==> src/rtl/sbe_pkg.sv <==
package sbe_pkg;

    typedef enum logic [3:0] {
        ST_IDLE,
        ST_RD_POLL,
        ST_RD_DATA,
        ST_RD_TAIL,
        ST_WR_LEAD,
        ST_WR_TOKEN,
        ST_WR_FETCH,
        ST_WR_DATA,
        ST_WR_FILL,
        ST_WR_BUSY,
        ST_FINISH
    } sbe_state_t;

    typedef enum logic [1:0] {
        XS_OK      = 2'd0,
        XS_TIMEOUT = 2'd1,
        XS_IOERR   = 2'd2
    } sbe_status_t;

    localparam logic [7:0] BYTE_IDLE  = 8'hFF;
    localparam logic [7:0] BYTE_START = 8'hFE;
    localparam logic [7:0] BYTE_FILL  = 8'h00;

endpackage

==> src/rtl/sbe_byte_port.sv <==
// Tracks one outstanding byte exchange with the SPI master.
module sbe_byte_port (
    input  logic clk,
    input  logic rst_n,
    input  logic want_byte,
    input  logic spi_done,
    output logic spi_req,
    output logic byte_done
);
    logic waiting_q;

    assign spi_req   = want_byte && !waiting_q;
    assign byte_done = waiting_q && spi_done;

    always_ff @(posedge clk) begin
        if (!rst_n) begin
            waiting_q <= 1'b0;
        end else if (spi_req) begin
            waiting_q <= 1'b1;
        end else if (byte_done) begin
            waiting_q <= 1'b0;
        end
    end
endmodule

==> src/rtl/sbe_step_ctr.sv <==
// Clearable up-counter used for poll/tail counting and buffer addressing.
module sbe_step_ctr #(
    parameter int WIDTH = 10
) (
    input  logic             clk,
    input  logic             rst_n,
    input  logic             clr,
    input  logic             inc,
    output logic [WIDTH-1:0] count
);
    always_ff @(posedge clk) begin
        if (!rst_n) begin
            count <= '0;
        end else if (clr) begin
            count <= '0;
        end else if (inc) begin
            count <= count + WIDTH'(1);
        end
    end
endmodule

==> src/rtl/sdspi_blk_engine.sv <==
module sdspi_blk_engine
    import sbe_pkg::*;
#(
    parameter int MAX_LEN    = 512,
    parameter int POLL_LIMIT = 1000,
    parameter int TAIL_BYTES = 3
) (
    input  logic                           clk,
    input  logic                           rst_n,
    input  logic                           start,
    input  logic                           dir_write,
    input  logic [$clog2(MAX_LEN+1)-1:0]   xfer_len,
    output logic                           busy,
    output logic                           done,
    output logic [1:0]                     status,
    output logic                           spi_req,
    output logic [7:0]                     spi_tx_byte,
    output logic                           spi_slow,
    input  logic                           spi_done,
    input  logic [7:0]                     spi_rx_byte,
    input  logic                           spi_overrun,
    output logic [$clog2(MAX_LEN)-1:0]     buf_addr,
    output logic                           buf_wr_en,
    output logic [7:0]                     buf_wr_data,
    output logic                           buf_rd_req,
    input  logic [7:0]                     buf_rd_data
);
    localparam int LEN_W  = $clog2(MAX_LEN + 1);
    localparam int ADDR_W = $clog2(MAX_LEN);
    localparam int CNT_W  = $clog2(POLL_LIMIT + 1);
    localparam logic [CNT_W-1:0] POLL_LAST = CNT_W'(POLL_LIMIT - 1);
    localparam logic [CNT_W-1:0] TAIL_LAST = CNT_W'(TAIL_BYTES - 1);

    sbe_state_t        state_q, state_d;
    sbe_status_t       status_q, status_d;
    logic              status_set;
    logic [LEN_W-1:0]  len_q;
    logic              accept;

    logic              want_byte;
    logic              byte_done;
    logic              cnt_clr, cnt_inc;
    logic [CNT_W-1:0]  cnt;
    logic              addr_clr, addr_inc;
    logic [ADDR_W-1:0] addr;
    logic              last_data;

    // ---------------- sub-blocks ----------------
    sbe_byte_port u_port (
        .clk       (clk),
        .rst_n     (rst_n),
        .want_byte (want_byte),
        .spi_done  (spi_done),
        .spi_req   (spi_req),
        .byte_done (byte_done)
    );

    sbe_step_ctr #(.WIDTH(CNT_W)) u_poll_ctr (
        .clk   (clk),
        .rst_n (rst_n),
        .clr   (cnt_clr),
        .inc   (cnt_inc),
        .count (cnt)
    );

    sbe_step_ctr #(.WIDTH(ADDR_W)) u_addr_ctr (
        .clk   (clk),
        .rst_n (rst_n),
        .clr   (addr_clr),
        .inc   (addr_inc),
        .count (addr)
    );

    assign accept    = (state_q == ST_IDLE) && start;
    assign last_data = ({1'b0, addr} == (LEN_W + 1)'(len_q - LEN_W'(1)));

    // ---------------- state register ----------------
    always_ff @(posedge clk) begin
        if (!rst_n) begin
            state_q  <= ST_IDLE;
            status_q <= XS_OK;
            len_q    <= '0;
        end else begin
            state_q <= state_d;
            if (status_set) begin
                status_q <= status_d;
            end
            if (accept) begin
                len_q <= xfer_len;
            end
        end
    end

    // ---------------- next state and counter control ----------------
    always_comb begin
        state_d    = state_q;
        status_d   = XS_OK;
        status_set = 1'b0;
        cnt_clr    = 1'b0;
        cnt_inc    = 1'b0;
        addr_clr   = 1'b0;
        addr_inc   = 1'b0;
        unique case (state_q)
            ST_IDLE: begin
                if (start) begin
                    cnt_clr  = 1'b1;
                    addr_clr = 1'b1;
                    state_d  = dir_write ? ST_WR_LEAD : ST_RD_POLL;
                end
            end
            ST_RD_POLL: begin
                if (byte_done) begin
                    if (spi_overrun) begin
                        status_d   = XS_IOERR;
                        status_set = 1'b1;
                        state_d    = ST_FINISH;
                    end else if (spi_rx_byte != BYTE_IDLE) begin
                        if (spi_rx_byte == BYTE_START) begin
                            state_d = ST_RD_DATA;
                        end else begin
                            status_d   = XS_IOERR;
                            status_set = 1'b1;
                            state_d    = ST_FINISH;
                        end
                    end else if (cnt == POLL_LAST) begin
                        status_d   = XS_TIMEOUT;
                        status_set = 1'b1;
                        state_d    = ST_FINISH;
                    end else begin
                        cnt_inc = 1'b1;
                    end
                end
            end
            ST_RD_DATA: begin
                if (byte_done) begin
                    addr_inc = 1'b1;
                    if (last_data) begin
                        cnt_clr = 1'b1;
                        state_d = ST_RD_TAIL;
                    end
                end
            end
            ST_RD_TAIL: begin
                if (byte_done) begin
                    if (cnt == TAIL_LAST) begin
                        status_d   = XS_OK;
                        status_set = 1'b1;
                        state_d    = ST_FINISH;
                    end else begin
                        cnt_inc = 1'b1;
                    end
                end
            end
            ST_WR_LEAD: begin
                if (byte_done) begin
                    state_d = ST_WR_TOKEN;
                end
            end
            ST_WR_TOKEN: begin
                if (byte_done) begin
                    state_d = ST_WR_FETCH;
                end
            end
            ST_WR_FETCH: begin
                state_d = ST_WR_DATA;
            end
            ST_WR_DATA: begin
                if (byte_done) begin
                    addr_inc = 1'b1;
                    if (last_data) begin
                        cnt_clr = 1'b1;
                        state_d = ST_WR_FILL;
                    end else begin
                        state_d = ST_WR_FETCH;
                    end
                end
            end
            ST_WR_FILL: begin
                if (byte_done) begin
                    if (cnt == TAIL_LAST) begin
                        cnt_clr = 1'b1;
                        state_d = ST_WR_BUSY;
                    end else begin
                        cnt_inc = 1'b1;
                    end
                end
            end
            ST_WR_BUSY: begin
                if (byte_done) begin
                    if (spi_overrun) begin
                        status_d   = XS_IOERR;
                        status_set = 1'b1;
                        state_d    = ST_FINISH;
                    end else if (spi_rx_byte == BYTE_IDLE) begin
                        status_d   = XS_OK;
                        status_set = 1'b1;
                        state_d    = ST_FINISH;
                    end else if (cnt == POLL_LAST) begin
                        status_d   = XS_TIMEOUT;
                        status_set = 1'b1;
                        state_d    = ST_FINISH;
                    end else begin
                        cnt_inc = 1'b1;
                    end
                end
            end
            ST_FINISH: begin
                state_d = ST_IDLE;
            end
            default: begin
                state_d = ST_IDLE;
            end
        endcase
    end

    // ---------------- outputs ----------------
    always_comb begin
        want_byte   = 1'b0;
        spi_tx_byte = BYTE_IDLE;
        spi_slow    = 1'b1;
        buf_wr_en   = 1'b0;
        buf_rd_req  = 1'b0;
        unique case (state_q)
            ST_IDLE, ST_FINISH: begin
                want_byte = 1'b0;
            end
            ST_RD_POLL, ST_RD_TAIL, ST_WR_LEAD, ST_WR_BUSY: begin
                want_byte = 1'b1;
            end
            ST_RD_DATA: begin
                want_byte = 1'b1;
                spi_slow  = 1'b0;
                buf_wr_en = byte_done;
            end
            ST_WR_TOKEN: begin
                want_byte   = 1'b1;
                spi_tx_byte = BYTE_START;
            end
            ST_WR_FETCH: begin
                buf_rd_req = 1'b1;
            end
            ST_WR_DATA: begin
                want_byte   = 1'b1;
                spi_slow    = 1'b0;
                spi_tx_byte = buf_rd_data;
            end
            ST_WR_FILL: begin
                want_byte   = 1'b1;
                spi_tx_byte = BYTE_FILL;
            end
            default: begin
                want_byte = 1'b0;
            end
        endcase
    end

    assign busy        = (state_q != ST_IDLE);
    assign done        = (state_q == ST_FINISH);
    assign status      = status_q;
    assign buf_addr    = addr;
    assign buf_wr_data = spi_rx_byte;

endmodule

==> config.mk <==
export PLATFORM = sky130hd
export DESIGN_NAME = sdspi_blk_engine
export DESIGN_NICKNAME = d
export VERILOG_FILES = /design/src/rtl/sbe_pkg.sv /design/src/rtl/sbe_byte_port.sv /design/src/rtl/sbe_step_ctr.sv /design/src/rtl/sdspi_blk_engine.sv
export SDC_FILE = /design/constraint.sdc
export NUM_CORES = 1
export LEC_CHECK = 0
export BUFFER_PORTS_ARGS = -buffer_cell sky130_fd_sc_hd__buf_2
export CORE_AREA = 2 2 90 92
export CTS_CLUSTER_DIAMETER = 120
export DETAILED_ROUTE_END_ITERATION = 16
export DIE_AREA = 0 0 92 94
export MAX_ROUTING_LAYER = met4
export SLEW_MARGIN = 20
export SYNTH_ARGS = -nofsm -noshare
export SYNTH_HDL_FRONTEND = slang
export SYNTH_HIERARCHICAL = 1
export SYNTH_SLANG_ARGS = --single-unit
==> constraint.sdc <==
create_clock -name clk -period 4.7 [get_ports clk]
set_clock_uncertainty 0.15 [all_clocks]
set_input_delay 1.41 -clock clk [delete_from_list [all_inputs] [get_ports clk]]
set_output_delay 1.41 -clock clk [all_outputs]
set_load 0.05 [all_outputs]
# Word-level counts from Yosys, hierarchy flattened
# Index checks and enable logic that the tools add are counted.
# classes
n_addsub	3
bitwise	1
reduce_logical	13
n_mux	65
eq_ne	28
# op_table
op	count
$mux 4	19
$pmux 4 s10	1
$mux 1	32
$ne 2x2->1 const B	12
$pmux 8 s3	1
$eq 4x3->1 const B	4
$eq 8x8->1 const B	2
$mux 2	7
$eq 4x4->1 const B	3
$reduce_and 12->1	1
$eq 9x11->1	1
$sub 10x1->11 const B	1
$add 10x1->10 const B	1
$eq 10x10->1 const B	1
$eq 10x2->1 const B	1
$add 9x1->9 const B	1
$pmux 1 s3	3
$eq 4x2->1 const B	2
$ne 8x8->1 const B	1
$reduce_or 2->1	4
$reduce_or 8->1	1
$eq 4x1->1 const B	1
$logic_not 4->1	1
$pmux 2 s2	1
6 further kinds	8
# word_totals
elab_cells	116
ff_bits	36
inputBits	32
out_inout_bits	33

# Logic depth before layout (Yosys ltp)
# Gate-level depths: netlist of the first run.
# logic_depth
ltp_word	6
ltp_mapped	12
depth_no_buf	11

# Hierarchy
# Netlist of the first run, hierarchy kept.
# by_module_without_submodules
module	cells_each	area_per_inst_um2	seq_area_each_um2	instances
sdspi_blk_engine	242	1685.4	320.3	1
sbe_step_ctr at u_poll_ctr	50	462.9	200.2	1
sbe_step_ctr at u_addr_ctr	44	411.6	180.2	1
sbe_byte_port	5	46.3	20.0	1

# Least setup slack after synthesis of the first run
# OpenSTA, ideal clock, no wires.
# synth_timing
path_type	input -> output
start	input spi_done
end	output buf_wr_en
stages	3
slack_ps	812
path_buffers	0
arrival_ps	2328
required_ps	3140
path_cell_list	and2_1 inv_1 nor2_1
# synth_between
elab_chain_cells	2
# synth_lines
item	line	source
from (decl)	sdspi_blk_engine.sv:19	input logic spi_done,
$logic_and 1x1->1	sbe_byte_port.sv:13	assign byte_done = waiting_q && spi_done;
$mux 1	sdspi_blk_engine.sv:223	unique case (state_q)
to (decl)	sdspi_blk_engine.sv:23	output logic buf_wr_en,
# No other way between the ends.

# Worst setup path after layout of the first run
# layout_timing
start	input spi_done
end	output buf_wr_en
# layout_between
elab_chain_cells	2
# layout_lines
item	line	source
$logic_and 1x1->1	sbe_byte_port.sv:13	
named net byte_done	sdspi_blk_engine.sv:41	logic byte_done;
$mux 1	sdspi_blk_engine.sv:223	
# The timed path passes the listed nets, and every way through them passes these cells.

==> flow_metrics.tcl, run 1 <==
set metrics [dict create \
    ys_warn_count 6 \
    outcome "completed" \
    finalHoldViolCount 0 \
    drv_slew 0 \
    cts_tree "yes" \
    relSlewSlack_pct 26.5 \
    min_period_over_period_pct 80.7 \
    p_leak_nw 1.23 \
    cpLargestDelayFamily "buffers and inverters" \
    place.gp.congestion 0.858 \
    p_int_mw 0.759 \
    diodes 0 \
    setup_viol 0 \
    hold_class "reg -> reg" \
    clk_latency_ns 0.30 \
    portBuffers 64 \
    cts_buffers 5 \
    critPathMostFrequentCell "buf_2" \
    p_total_mw 1.48 \
    post-route-drc-count 0 \
    critPathBufInv 3 \
    rows 32 \
    start_util_pct 34.3 \
    drt-initial-drc-count 121 \
    cp_max_fo 6 \
    clockPowerShare_pct 18.9 \
    routed-via-count 2583 \
    fin_area_um2 3050 \
    p_sw_mw 0.716 \
    layout_common_cells "buf_2, nor2_1, nand2_1" \
    path_clk_slew_ns 0.07 \
    synth-seq-area-share_pct 27.7 \
    cts_buffer_depth 2 \
    synth_edf_count 0 \
    p_comb_share_pct 52.9 \
    max_cap_viol_count 0 \
    crit_path_start_kind "input pin" \
    overflow 0 \
    cts_resized 0 \
    seq_power_share_pct 28.1 \
    grt_use_total_pct 16.1 \
    crit_slowest_cell "buf_2" \
    dr.pass1.iters 4 \
    netlist_area_um2 2610 \
    synth-seq-cells 36 \
    final_common_cell "buf_2" \
    syn_inst 341 \
    syn2layout_area_growth_pct 17.0 \
    async_reset_ff_share_pct 0 \
    cpPeakStageDelay_ns 0.28 \
    routed_wl_um 6780 \
    grt_max_degree 23 \
    crit_arrival_ns 2.23 \
    tns_ns 0 \
    cp.required_ns 3.14 \
    fmax_mhz 264 \
    crit_type "in -> out" \
    critPathCaptureType "output port" \
    tightestPinTransition_ns 1.09 \
    dieWidth_um 92 \
    path_cells "buf_2 -> and2_1 -> inv_1 -> nor2_1 -> buf_2" \
    final_nets 426 \
    synth_area_per_cell_um2 7.64 \
    htree_levels 2 \
    finish.utilization_pct 40.1 \
    antenna_found_initial 0 \
    core_area_um2 7610 \
    rsz0062_at_grt "false" \
    layout-drive-gt1-share_pct 23.2 \
    placed_area_um2 2940 \
    die_h_um 94 \
    grt_pass1_wl_um 11100 \
    ys_types 65 \
    hold_path.startpoint "status[0]" \
    dp_hpwl_um 5020 \
    synth_flop_cell "dfxtp_1" \
    postCtsSetupRepairBufs 0 \
    syn_nets 376 \
    ios 65 \
    p_sw_share_pct 48.5 \
    p_per_area_nw_per_um2 484 \
    r2r_start "state_q[3]" \
    setup.worst_path.start "spi_done" \
    ctsHoldBuffers 0 \
    peakVddDrop_uv 127 \
    cts_root_buf "clkbuf_8" \
    whs_ns 0.311 \
    dieArea_um2 8650 \
    wl_per_cell_um 13.7 \
    clkSinkCount 36 \
    grt_pass1_vias 2417 \
    ant_nets 0 \
    period_minus_slack_ns 3.79 \
    via_per_inst 5.23 \
]
[routing by layer]
| layer | track usage (%) | wire length (µm) |
|---|---|---|
| met5 | - | 0 |
| met4 | 5.22 | 89 |
| met3 | 3.13 | 344 |
| met2 | 26.0 | 3150 |
| met1 | 20.4 | 3200 |
[power groups by stage]
stage          logic [mW]  registers (mW)  clock network (mW)
2_1_floorplan       0.666           0.375                   0
3_3_place_gp        0.770           0.419                   0
3_5_place_dp        0.779           0.420                   0
4_1_cts             0.782           0.413               0.283
5_1_grt             0.856           0.424               0.295
6_report            0.781           0.415               0.279
[worst min-delay path, delay by kind of cell (launching register included)]
family	cells	cell delay, ns
AOI/OAI and AO/OA	1	0.05
DFF	1	0.32
and+or+nand+nor	1	0.05
[final timing paths]
path,endpoint,slack [ns],depth (start not counted)
min,status[0],0.31,2
min reg2reg,status[0],0.31,2
max,buf_wr_en,0.91,5
max reg2reg,u_poll_ctr/count[7],1.75,10
[cell families (layout without fill, tap and decap cells)]
kind of cell	after synthesis	after routing	share of synthesized area, %
AO/OA/AOI/OAI	78	78	20.9
multiplexers	4	4	1.54
XOR/XNOR	18	18	6.05
AND/OR/NAND/NOR	168	168	36.0
flip-flops	36	36	27.7
adder cells (fa/ha/maj)	3	3	1.44
buffers and inverters	34	85	6.43
[state kept, by name, indices dropped and copies added (netlist names)]
| name | cells |
|---|---|
| u_poll_ctr/count | 10 |
| status | 2 |
| state_q | 4 |
| u_port/waiting_q | 1 |
| u_addr_ctr/count | 9 |
| len_q | 10 |
[final cells by class]
cell class	instances	area [µm²]
well taps	102	128
clock buffers	6	72.6
multi-input cells	271	1720
repair buffers	66	335
inverters	11	41.3
fillers	833	4560
clock inverters	2	35.0
flip-flops and latches	36	721
[stage by stage]
step                      instances  setup slack, ns
after floorplan                 341            0.812
after global placement          486            0.904
after detailed placement        486            0.921
after CTS                       494            0.917
after global routing            494            0.643
final                           494            0.907
[cells in the mapped netlist (6+ instances only)]
library cell,number,share of area (%)
dfxtp_1,36,28
xnor2_1,6,2.0
nor3_1,10,1.9
nor2_1,40,5.8
nand2_1,40,5.8
inv_1,11,1.6
nand4_1,15,3.6
buf_4,8,2.3
a21oi_1,30,5.8
nand3_1,9,1.7
clkbuf_1,12,1.7
o21ai_0,13,2.5
xor2_1,12,4.0
Power figures use the tool's default switching activity.
==> run 2: changes to the inputs <==
Clock period 4.7 ns to 3.04 ns, I/O delays scaled along.
==> run 2 against run 1 <==
  * Worst hold slack better by 0.00067 ns
  * Core utilization grew 2.1 points
  * Power is 62% higher
  * Sequential power rose by 53%
==> flow_metrics.tcl, run 2 (synthesis gave the netlist of run 1 again) <==
set metrics [dict create \
    outcome "completed" \
    setup.worst_path.start "state_q[3]" \
    hold_class "reg -> reg" \
    dieWidth_um 92 \
    grt_use_total_pct 16.7 \
    relSlewSlack_pct 63.5 \
    period_minus_slack_ns 2.92 \
    setup_viol 0 \
    crit_cells 5 \
    clk_latency_ns 0.29 \
    post-route-drc-count 0 \
    core_area_um2 7610 \
    grtUsageMet2_pct 27.1 \
    dr.pass1.iters 5 \
    layout_common_cells "buf_2, nor2_1, nand2_1" \
    whs_ns 0.311 \
    multi_input_area_um2 1760 \
    p_per_area_nw_per_um2 744 \
    diodes 0 \
    grt_pass1_wl_um 11400 \
    final_nets 441 \
    portBuffers 64 \
    r2r_start "len_q[0]" \
    ctsHoldBuffers 0 \
    drv_slew 0 \
    cpPeakStageDelay_ns 0.63 \
    dieArea_um2 8650 \
    ant_nets 0 \
    finalHoldViolCount 0 \
    final_common_cell "buf_2" \
    place.gp.congestion 0.833 \
    grt_max_degree 20 \
    p_leak_nw 1.32 \
    groute.layer.met3.usage_pct 2.89 \
    cts_buffer_depth 2 \
    fin_area_um2 3210 \
    die_h_um 94 \
    crit_arrival_ns 1.86 \
    start_util_pct 34.3 \
    drt-initial-drc-count 112 \
    reg2reg_depth 10 \
    tightestPinTransition_ns 0.547 \
    top_usage_layer "met2" \
    antenna_found_initial 0 \
    ff2ff_setup_slack_ns 0.18 \
    path_clk_slew_ns 0.08 \
    crit_type "reg -> out" \
    cts_tree "yes" \
    worstReg2RegEnd "u_poll_ctr/count[6]" \
    peakVddDrop_uv 247 \
    tns_ns 0 \
    seq_area_um2 722 \
    syn2layout_area_growth_pct 23.2 \
    critPathCaptureType "output port" \
    crit_path_start_kind "flop" \
    wl_per_cell_um 13.7 \
    layout-drive-gt1-share_pct 28.0 \
    htree_levels 2 \
    via_per_inst 5.28 \
    grtUsageMet1_pct 21.4 \
    crit_slowest_cell "dfxtp_1" \
    cp.required_ns 1.98 \
    critPathBufInv 2 \
    fmax_mhz 342 \
    cts_root_buf "clkbuf_8" \
    cts_buffers 5 \
    min_period_over_period_pct 96.2 \
    max_cap_viol_count 0 \
    rows 32 \
    ios 65 \
    routed_wl_um 6970 \
    grt_pass1_vias 2411 \
    cpLargestDelayFamily "flip-flops" \
    routed-via-count 2685 \
    crit_end "spi_tx_byte[2]" \
    top_regs "len_q x10, u_poll_ctr/count x10, u_addr_ctr/count x9" \
    dp_hpwl_um 5210 \
    clkSinkCount 36 \
    overflow 0 \
    cp_max_fo 13 \
    path_cells "nand2_1 -> nor3_1 -> buf_4 -> nor2_1 -> buf_2" \
    nFillCells 791 \
    placed_area_um2 3060 \
    finish.utilization_pct 42.2 \
]
## run 2: layout make-up
class                           count  area share, %
Tap cell                          102           3.97
Inverter                           11           1.29
Sequential cell                    36           22.5
Clock buffer                        5           2.14
Timing Repair Buffer               81           13.9
Multi-Input combinational cell    271           54.9
Clock inverter                      3           1.32
## run 2: power breakdown
group	switching (mW)	internal [mW]
Combinational	0.846	0.473
Clock	0.192	0.243
Sequential	0.107	0.527
Total	1.15	1.24
## run 2: routing by layer
layer | part of all wire (%) | routed length [µm] | vias to the layer above
met1 | 47 | 3270 | 1246
li1 | - | - | 1362
met3 | 4.3 | 301 | 4
met4 | 0.89 | 62 | 0
met2 | 48 | 3330 | 73
met5 | 0 | 0 | -
## run 2: worst min-delay path, cell delays in order, from the launching register on
cell and delay, ns:
dfxtp_1 0.32, nand2_1 0.05, a21oi_1 0.05
## run 2: per-stage QoR
step | std cells | total power, mW | worst slack [ns]
after detailed placement | 501 | 1.91 | 0.0661
after floorplan | 341 | 1.61 | 0.0772
after global routing | 509 | 2.55 | -0.0113
after global placement | 501 | 1.90 | 0.0851
final | 509 | 2.39 | 0.116
after CTS | 509 | 2.35 | 0.0898
## run 2: how the worst min path moves through the flow
stage	startpoint	to	slack [ns]	depth (start not counted)
2_1_floorplan	u_poll_ctr/count[9]	u_poll_ctr/count[9]	0.32	2
3_3_place_gp	status[0]	status[0]	0.30	2
3_5_place_dp	status[1]	status[1]	0.30	2
4_1_cts	status[1]	status[1]	0.31	2
5_1_grt	status[1]	status[1]	0.34	2
6_report	status[1]	status[1]	0.31	2
## run 2: what timing repair did
action / in CTS / in global routing
endpoints found under the setup margin: 0 / 11
resized for setup: 0 / 8
setup buffers: 0 / 0
==> run 3: changes to the inputs <==
--- a/constraint.sdc
+++ b/constraint.sdc
@@ -4,2 +4,2 @@
 set_output_delay 0.912 -clock clk [all_outputs]
-set_load 0.05 [all_outputs]
+set_load 0.02 [all_outputs]
==> run 3 against run 2 <==
  * Combinational power decreased by 15%
  * Maximum frequency is 4.4% higher
  * Global-route usage is essentially flat
  * Sequential cell count stayed put
  * Critical path depth rose by 6
  * Critical endpoint is now u_poll_ctr/count[8]
  * Largest cell class unchanged
==> flow_metrics.tcl, run 3 (synthesis gave the netlist of run 1 again) <==
set metrics [dict create \
    outcome "completed" \
    die_h_um 94 \
    cp.required_ns 3.09 \
    antenna_found_initial 0 \
    fmax_mhz 357 \
    cts_buffer_depth 2 \
    routed-via-count 2704 \
    wl_per_cell_um 13.8 \
    finalHoldViolCount 0 \
    place.gp.congestion 0.870 \
    min_period_over_period_pct 92.2 \
    worstHoldPathCells 2 \
    dieWidth_um 92 \
    grt_pass1_wl_um 11600 \
    clk_latency_ns 0.29 \
    crit_slowest_cell "or3b_4" \
    rows 32 \
    htree_levels 2 \
    period_minus_slack_ns 2.80 \
    final_common_cell "buf_2" \
    cpPeakStageDelay_ns 0.42 \
    peakVddDrop_uv 220 \
    reg2reg_depth 11 \
    p_per_area_nw_per_um2 690 \
    min_to "status[1]" \
    final_nets 439 \
    layout-drive-gt1-share_pct 28.1 \
    crit_path_start_kind "flop" \
    syn2layout_area_growth_pct 22.5 \
    via_per_inst 5.33 \
    max_cap_viol_count 0 \
    top_regs "len_q x10, u_poll_ctr/count x10, u_addr_ctr/count x9" \
    setup_viol 0 \
    portBuffers 64 \
    cp_max_fo 6 \
    grt_pass1_vias 2539 \
    routed_wl_um 6990 \
    dp_hpwl_um 5290 \
    post-route-drc-count 0 \
    cts_buffers 5 \
    crit_type "reg -> reg" \
    hold_class "reg -> reg" \
    hold_path.startpoint "status[1]" \
    worstReg2RegEnd "u_poll_ctr/count[8]" \
    crit_arrival_ns 2.85 \
    critPathCaptureType "flop" \
    clkSinkCount 36 \
    relSlewSlack_pct 63.6 \
    path_clk_slew_ns 0.08 \
    diodes 0 \
    dieArea_um2 8650 \
    ios 65 \
    drt-initial-drc-count 135 \
    tns_ns 0 \
    tightestPinTransition_ns 0.546 \
    ff2ff_setup_slack_ns 0.24 \
    layout_common_cells "buf_2, nor2_1, nand2_1" \
    cts_tree "yes" \
    p_total_mw 2.20 \
    start_util_pct 34.3 \
    cts_root_buf "clkbuf_8" \
    path_cells "inv_1 -> ha_2 -> or3b_4 -> o21ba_1 -> nor3_4 -> nor3_1 -> and3_1 -> a211o_1 -> nor2b_2 -> nand2b_1 -> o41ai_1" \
    drv_slew 0 \
    ctsHoldBuffers 0 \
    ant_nets 0 \
    grt_max_degree 20 \
    dr.pass1.iters 4 \
    r2r_start "len_q[1]" \
    nFillCells 832 \
    core_area_um2 7610 \
    rsz0062_at_grt "false" \
    grt_use_total_pct 16.7 \
    p_leak_nw 1.31 \
    overflow 0 \
]
==> run 3: stage by stage <==
step / utilization [%] / area [µm²] / worst slack, ns / std cells / hold WS, ns
after floorplan: - / 2610 / 0.149 / 341 / 0.315
after global placement: 40.0 / 3040 / 0.0873 / 499 / 0.297
after detailed placement: 40.0 / 3040 / 0.0769 / 499 / 0.299
after CTS: 41.4 / 3150 / 0.0796 / 507 / 0.312
after global routing: 42.0 / 3190 / 0.0315 / 507 / 0.333
final: 42.0 / 3190 / 0.238 / 507 / 0.311
==> run 3: what timing repair did <==
| item | in CTS | in global routing |
|---|---|---|
| resized for setup | 0 | 11 |
| setup buffers | 0 | 0 |
| setup endpoints to repair | 0 | 19 |
==> run 3: layout make-up <==
type | count | area (µm²) | area share, %
clock buffers | 5 | 68.8 | 2.16
clock inverters | 3 | 42.5 | 1.33
inverters | 11 | 41.3 | 1.29
multi-input cells | 271 | 1750 | 55.0
flip-flops and latches | 36 | 724 | 22.7
well taps | 102 | 128 | 4.00
repair buffers | 79 | 433 | 13.6
==> run 3: routing by layer <==
layer | track usage (%) | wire [µm] | part of all wire (%)
met2 | 29.2 | 3450 | 49
met4 | 4.35 | 71 | 1.0
met5 | - | 0 | 0
met1 | 19.9 | 3140 | 45
met3 | 2.81 | 329 | 4.7
==> run 3: worst max-delay path by stage <==
stage | start | end | cells past startpoint
finish | len_q[1] | u_poll_ctr/count[8] | 11
detailed placement | spi_rx_byte[3] | u_poll_ctr/count[9] | 10
floorplan | spi_rx_byte[3] | u_poll_ctr/count[7] | 9
global placement | spi_rx_byte[3] | u_poll_ctr/count[7] | 10
CTS | len_q[0] | u_poll_ctr/count[8] | 11
global route | len_q[1] | u_poll_ctr/count[8] | 11
==> run 3: where the power goes <==
group          internal, mW  total (mW)  leakage [nW]  switching [mW]
Combinational         0.463        1.12         0.959           0.657
Clock                 0.243       0.438        0.0541           0.195
Sequential            0.529       0.643         0.293           0.114
==> run 3: critical path: cells and delay by family (launching register included) <==
family                     cells  cell delay, ns
AOI/OAI and AO/OA              3            0.78
and+or+nand+nor                6            1.12
buffers and inverters          1            0.07
adders and majority gates      1            0.21
DFF                            1            0.36
